[src/rtl/asram_seq.sv]
module asram_seq #(
  parameter int ADDR_W       = 19,
  parameter int DATA_W       = 8,
  parameter int CLK_PS       = 8000,
  parameter int T_RC_PS      = 10000,
  parameter int T_AA_PS      = 10000,
  parameter int T_WC_PS      = 10000,
  parameter int T_AW_PS      = 8000,
  parameter int T_PWE_PS     = 8000,
  parameter int T_PWE_OEL_PS = 10000,
  parameter int T_SD_PS      = 6000,
  parameter int T_HZWE_PS    = 5000,
  parameter bit OE_LOW_WR    = 1'b0
) (
  input  logic              clk,
  input  logic              rst_n,
  input  logic              req_valid,
  output logic              req_ready,
  input  logic              req_write,
  input  logic [ADDR_W-1:0] req_addr,
  input  logic [DATA_W-1:0] req_wdata,
  output logic              rsp_valid,
  output logic [DATA_W-1:0] rsp_rdata,
  output logic [ADDR_W-1:0] mem_addr,
  output logic              mem_ce_n,
  output logic              mem_oe_n,
  output logic              mem_we_n,
  output logic [DATA_W-1:0] mem_dq_out,
  output logic              mem_dq_oe,
  input  logic [DATA_W-1:0] mem_dq_in
);

  function automatic int cyc(input int ps);
    return (ps + CLK_PS - 1) / CLK_PS;
  endfunction

  function automatic int imax(input int a, input int b);
    return (a > b) ? a : b;
  endfunction

  localparam int AA   = imax(cyc(T_AA_PS), 1);
  localparam int RLEN = imax(AA, cyc(T_RC_PS));
  localparam int HZW  = OE_LOW_WR ? cyc(T_HZWE_PS) : 0;
  localparam int PWE  = OE_LOW_WR ? cyc(T_PWE_OEL_PS) : cyc(T_PWE_PS);
  localparam int WLO  = imax(imax(imax(PWE, cyc(T_AW_PS)), HZW + cyc(T_SD_PS)), 1);
  localparam int WLEN = imax(WLO + 1, cyc(T_WC_PS));
  localparam int CW   = $clog2(imax(WLEN, RLEN) + 1);

  localparam logic [CW-1:0] WLO_C   = CW'(WLO);
  localparam logic [CW-1:0] HZW_C   = CW'(HZW);
  localparam logic [CW-1:0] AA_LAST = CW'(AA - 1);
  localparam logic [CW-1:0] W_LAST  = CW'(WLEN - 1);
  localparam logic [CW-1:0] R_LAST  = CW'(RLEN - 1);

  logic              busy, wr, rsp_q;
  logic [CW-1:0]     cnt;
  logic [ADDR_W-1:0] addr_q;
  logic [DATA_W-1:0] wdata_q, rdata_q;
  logic              ph_wlo, ph_hold, ph_rd, cap;

  assign ph_wlo  = busy && wr && (cnt < WLO_C);
  assign ph_hold = busy && wr && (cnt == WLO_C);
  assign ph_rd   = busy && !wr;
  assign cap     = ph_rd && (cnt == AA_LAST);

  assign req_ready  = !busy;
  assign rsp_valid  = rsp_q;
  assign rsp_rdata  = rdata_q;
  assign mem_addr   = addr_q;
  assign mem_dq_out = wdata_q;
  assign mem_ce_n   = !(ph_wlo || ph_hold || ph_rd);
  assign mem_we_n   = !ph_wlo;
  assign mem_oe_n   = !(ph_rd || (OE_LOW_WR && ph_wlo));
  assign mem_dq_oe  = (ph_wlo && (cnt >= HZW_C)) || ph_hold;

  always_ff @(posedge clk or negedge rst_n) begin
    if (!rst_n) begin
      busy    <= 1'b0;
      wr      <= 1'b0;
      cnt     <= '0;
      addr_q  <= '0;
      wdata_q <= '0;
      rdata_q <= '0;
      rsp_q   <= 1'b0;
    end else begin
      rsp_q <= cap;
      if (cap) rdata_q <= mem_dq_in;
      if (!busy) begin
        if (req_valid) begin
          busy    <= 1'b1;
          wr      <= req_write;
          cnt     <= '0;
          addr_q  <= req_addr;
          wdata_q <= req_wdata;
        end
      end else if (cnt == (wr ? W_LAST : R_LAST)) begin
        busy <= 1'b0;
      end else begin
        cnt <= cnt + 1'b1;
      end
    end
  end

  p_we_needs_ce_r3: assert property (@(posedge clk) disable iff (!rst_n)
    !mem_we_n |-> !mem_ce_n);

  p_no_drive_on_read_r5: assert property (@(posedge clk) disable iff (!rst_n)
    mem_dq_oe |-> (mem_oe_n || !mem_we_n));

  p_oe_mode_r4: assert property (@(posedge clk) disable iff (!rst_n)
    !mem_we_n |-> (mem_oe_n == !OE_LOW_WR));

  p_hold_cycle_r6: assert property (@(posedge clk) disable iff (!rst_n)
    ($past(!mem_we_n) && mem_we_n) |-> (!mem_ce_n && mem_oe_n && mem_dq_oe && $stable(mem_dq_out) && $stable(mem_addr)));

  p_addr_stable_r2: assert property (@(posedge clk) disable iff (!rst_n)
    (!mem_ce_n && $past(!mem_ce_n)) |-> $stable(mem_addr));

  p_rsp_pulse_r9: assert property (@(posedge clk) disable iff (!rst_n)
    rsp_valid |=> !rsp_valid);

  p_idle_pins_r7: assert property (@(posedge clk) disable iff (!rst_n)
    req_ready |-> (mem_ce_n && mem_we_n && !mem_dq_oe));

endmodule

[config.mk]
export PLATFORM = sky130hd
export DESIGN_NAME = asram_seq
export DESIGN_NICKNAME = d
export VERILOG_FILES = /design/src/rtl/asram_seq.sv
export SDC_FILE = /design/constraint.sdc
export NUM_CORES = 1
export LEC_CHECK = 0
export BUFFER_PORTS_ARGS = -buffer_cell sky130_fd_sc_hd__clkbuf_2
export CAP_MARGIN = 20
export CORE_AREA = 2 2 47 82
export CTS_CLUSTER_DIAMETER = 30
export DETAILED_ROUTE_END_ITERATION = 16
export DIE_AREA = 0 0 49 84
export GPL_ROUTABILITY_DRIVEN = 0
export GPL_TIMING_DRIVEN = 1
export PLACE_DENSITY = 0.8
export SLEW_MARGIN = 20
export SYNTH_ARGS = -nofsm -noshare
export SYNTH_HDL_FRONTEND = slang
export SYNTH_SLANG_ARGS = --single-unit
[constraint.sdc]
create_clock -name clk -period 4.1 [get_ports clk]
set_input_delay 1.025 -clock clk [delete_from_list [all_inputs] [get_ports clk]]
set_output_delay 1.025 -clock clk [all_outputs]
set_load 0.005 [all_outputs]
==> out/qor.csv <==
metric,value,unit
"Clk Latency, worst-skew pair",0.28,ns
WL/cell,14.3,um
Routed Antenna Nets,0,
Root Driver,clkbuf_8,
hold_ws,0.505,ns
Mapped Area,1660,um^2
"Power, Total",1.65,mW
Post-Syn Area per Cell,16.4,um^2
placeable core area,3520,um^2
IO Count,80,
Max H-tree Level,2,
"most common cell after layout, fill and taps aside",clkbuf_2,
final period utilization,61.0,%
largest net degree at the start of global routing,41,
Post-Synthesis Cells,101,
outcome,completed,
total clock sinks,40,
Seq cells post-synth,40,
share of cells above drive strength 1,68.5,%
met3 track demand over resource,4.48,%
Max Cap Viol,0,
Clock transition at path regs,0.07,ns
hpwl dp,2.57,mm
initial antenna violation count,0,
Post-CTS Hold Fix Bufs,0,
crit start category,register,
"Design Area, Final",2150,um^2
CP Capture Type,primary output,
Num CTS Buffers,5,
first-pass GRT wire length,5.40,mm
die width,49,um
FP Rows,29,
Worst path max stage delay,0.44,ns
input/output buffers,79,
most frequent cells in the layout,"clkbuf_2 (79), dfrtp_1 (40), mux2_2 (28)",
Worst-Margin Slew,0.966,ns
RSZ-0062 raised after global routing,no,
Hold/Removal Path Class,reg2reg,
met2 global-route usage,32.9,%
Mapped Nets,142,
die footprint,4120,um^2
via count,1098,
fmax,400,MHz
pwr dens,769,nW/um^2
final wirelength,3.29,mm
Worst Skew,0.00312,ns
number of global-route vias before repair,1254,
ant diodes,0,
# fillers,287,
Max Slew Vio Count,0,
Layout Nets,224,
final hold vios,0,
total negative slack,0,ns
P&R area growth vs syn,29.7,%
drt pass-1 iters,2,
Total GRT Usage,17.3,%
Leak Pwr,1.10,nW
post-route minimum period,2.50,ns
largest buffer count on any clock path,2,
GRT overflow,0,
First DRT Iteration DRCs,19,
cell mode on critical path,nand2_1,
# Post-CTS Setup Buffers,0,
synth unique cells,17,
busiest grt layer,met2,
Resized cells post-CTS,0,
die height,84,um
slowest CP cell,dfrtp_1,
Max-slew headroom,35.6,%
DP Area,2060,um^2
DRC,0,
crit-path cells,ha_1 > nor2_1 > nand2_1 > nand2_1 > clkbuf_2,
CTS tree,yes,
final core occ,61.1,%
critical path arrival,1.47,ns
met1 Resource Use GR,16.3,%
kind of critical path,reg2out,
register area share after synthesis,60.4,%
Yosys warning count,0,
drt via density,4.77,
Required @ worst endpoint,3.07,ns
final setup vio count,0,
Initial Util,47.1,%
Max rail drop VDD,0.447,mV
crit path max fanout,5,
-- synth_stat cells, drive strengths merged --
| cell type | n | area (um^2) |
|---|---|---|
| buf | 4 | 50.1 |
| mux2 | 37 | 450 |
| ha | 2 | 25.0 |
| o31ai | 1 | 7.51 |
| inv | 4 | 15.0 |
| nor2 | 2 | 7.51 |
| nand3 | 1 | 5.00 |
| or2b | 2 | 15.0 |
| mux2i | 1 | 22.5 |
| dfrtp | 40 | 1000 |
| nor2b | 1 | 13.8 |
| nand2 | 4 | 15.0 |
| o21bai | 1 | 18.8 |
| nand3b | 1 | 11.3 |
-- stage by stage --
stage / std cells / worst slack (ns)
after global placement: 222 / 1.75
after CTS: 230 / 1.59
final: 230 / 1.60
after detailed placement: 222 / 1.68
after global routing: 230 / 1.49
after floorplan: 101 / 2.10
-- report_power, final --
part           internal (mW)  switching (mW)
clock network          0.137           0.120
registers              0.595           0.132
logic                  0.410           0.260
-- registers in the layout (all words and copies together) (netlist names) --
register    count
mem_addr       19
mem_dq_out      8
rsp_rdata       8
cnt             2
busy            1
rsp_valid       1
wr              1
-- logic make-up (layout without fill, tap and decap cells) --
kind of cell	count (synthesis)	in the layout	synth area share, %
buffers and inverters	8	91	3.92
multiplexers	38	38	28.5
adder cells (fa/ha/maj)	2	2	1.51
AO/OA/AOI/OAI	2	2	1.59
flip-flops	40	40	60.4
AND/OR/NAND/NOR	11	11	4.07
-- metal layers --
layer	vias up	share of wire [%]	wire, um
met3	10	4.0	131
met1	549	33	1100
met4	0	2.9	95
met2	36	60	1960
li1	503	-	-
met5	-	0	0
-- path summary, 6_finish.rpt --
| kind | to | depth (start not counted) | from | slack [ns] |
|---|---|---|---|---|
| max | mem_ce_n | 5 | cnt[0]$_DFFE_PN0P_ | 1.60 |
| min | mem_dq_out[5]$_DFFE_PN0P_ | 1 | mem_dq_out[5]$_DFFE_PN0P_ | 0.51 |
| max reg2reg | mem_addr[15]$_DFFE_PN0P_ | 2 | busy$_DFF_PN0_ | 2.31 |
| min reg2reg | mem_dq_out[5]$_DFFE_PN0P_ | 1 | mem_dq_out[5]$_DFFE_PN0P_ | 0.51 |
| max in group asynchronous | rsp_rdata[7]$_DFFE_PN0P_ | 1 | rst_n | 2.62 |
| min in group asynchronous | mem_addr[5]$_DFFE_PN0P_ | 1 | rst_n | 0.89 |
-- critical path, delay by kind of cell (launching register included) --
family,cells,cell delay (ns)
DFF,1,0.44
adders and majority gates,1,0.32
and+or+nand+nor,3,0.32
buffers and inverters,1,0.11
-- cell type report --
cell class	count	area (um^2)	area share [%]
flip-flops and latches	40	1000	46.5
inverters	4	15.0	0.698
repair buffers	79	395	18.4
multi-input cells	53	592	27.5
well taps	46	57.6	2.68
clock buffers	8	90.1	4.19
(Power assumes the default switching activity.)
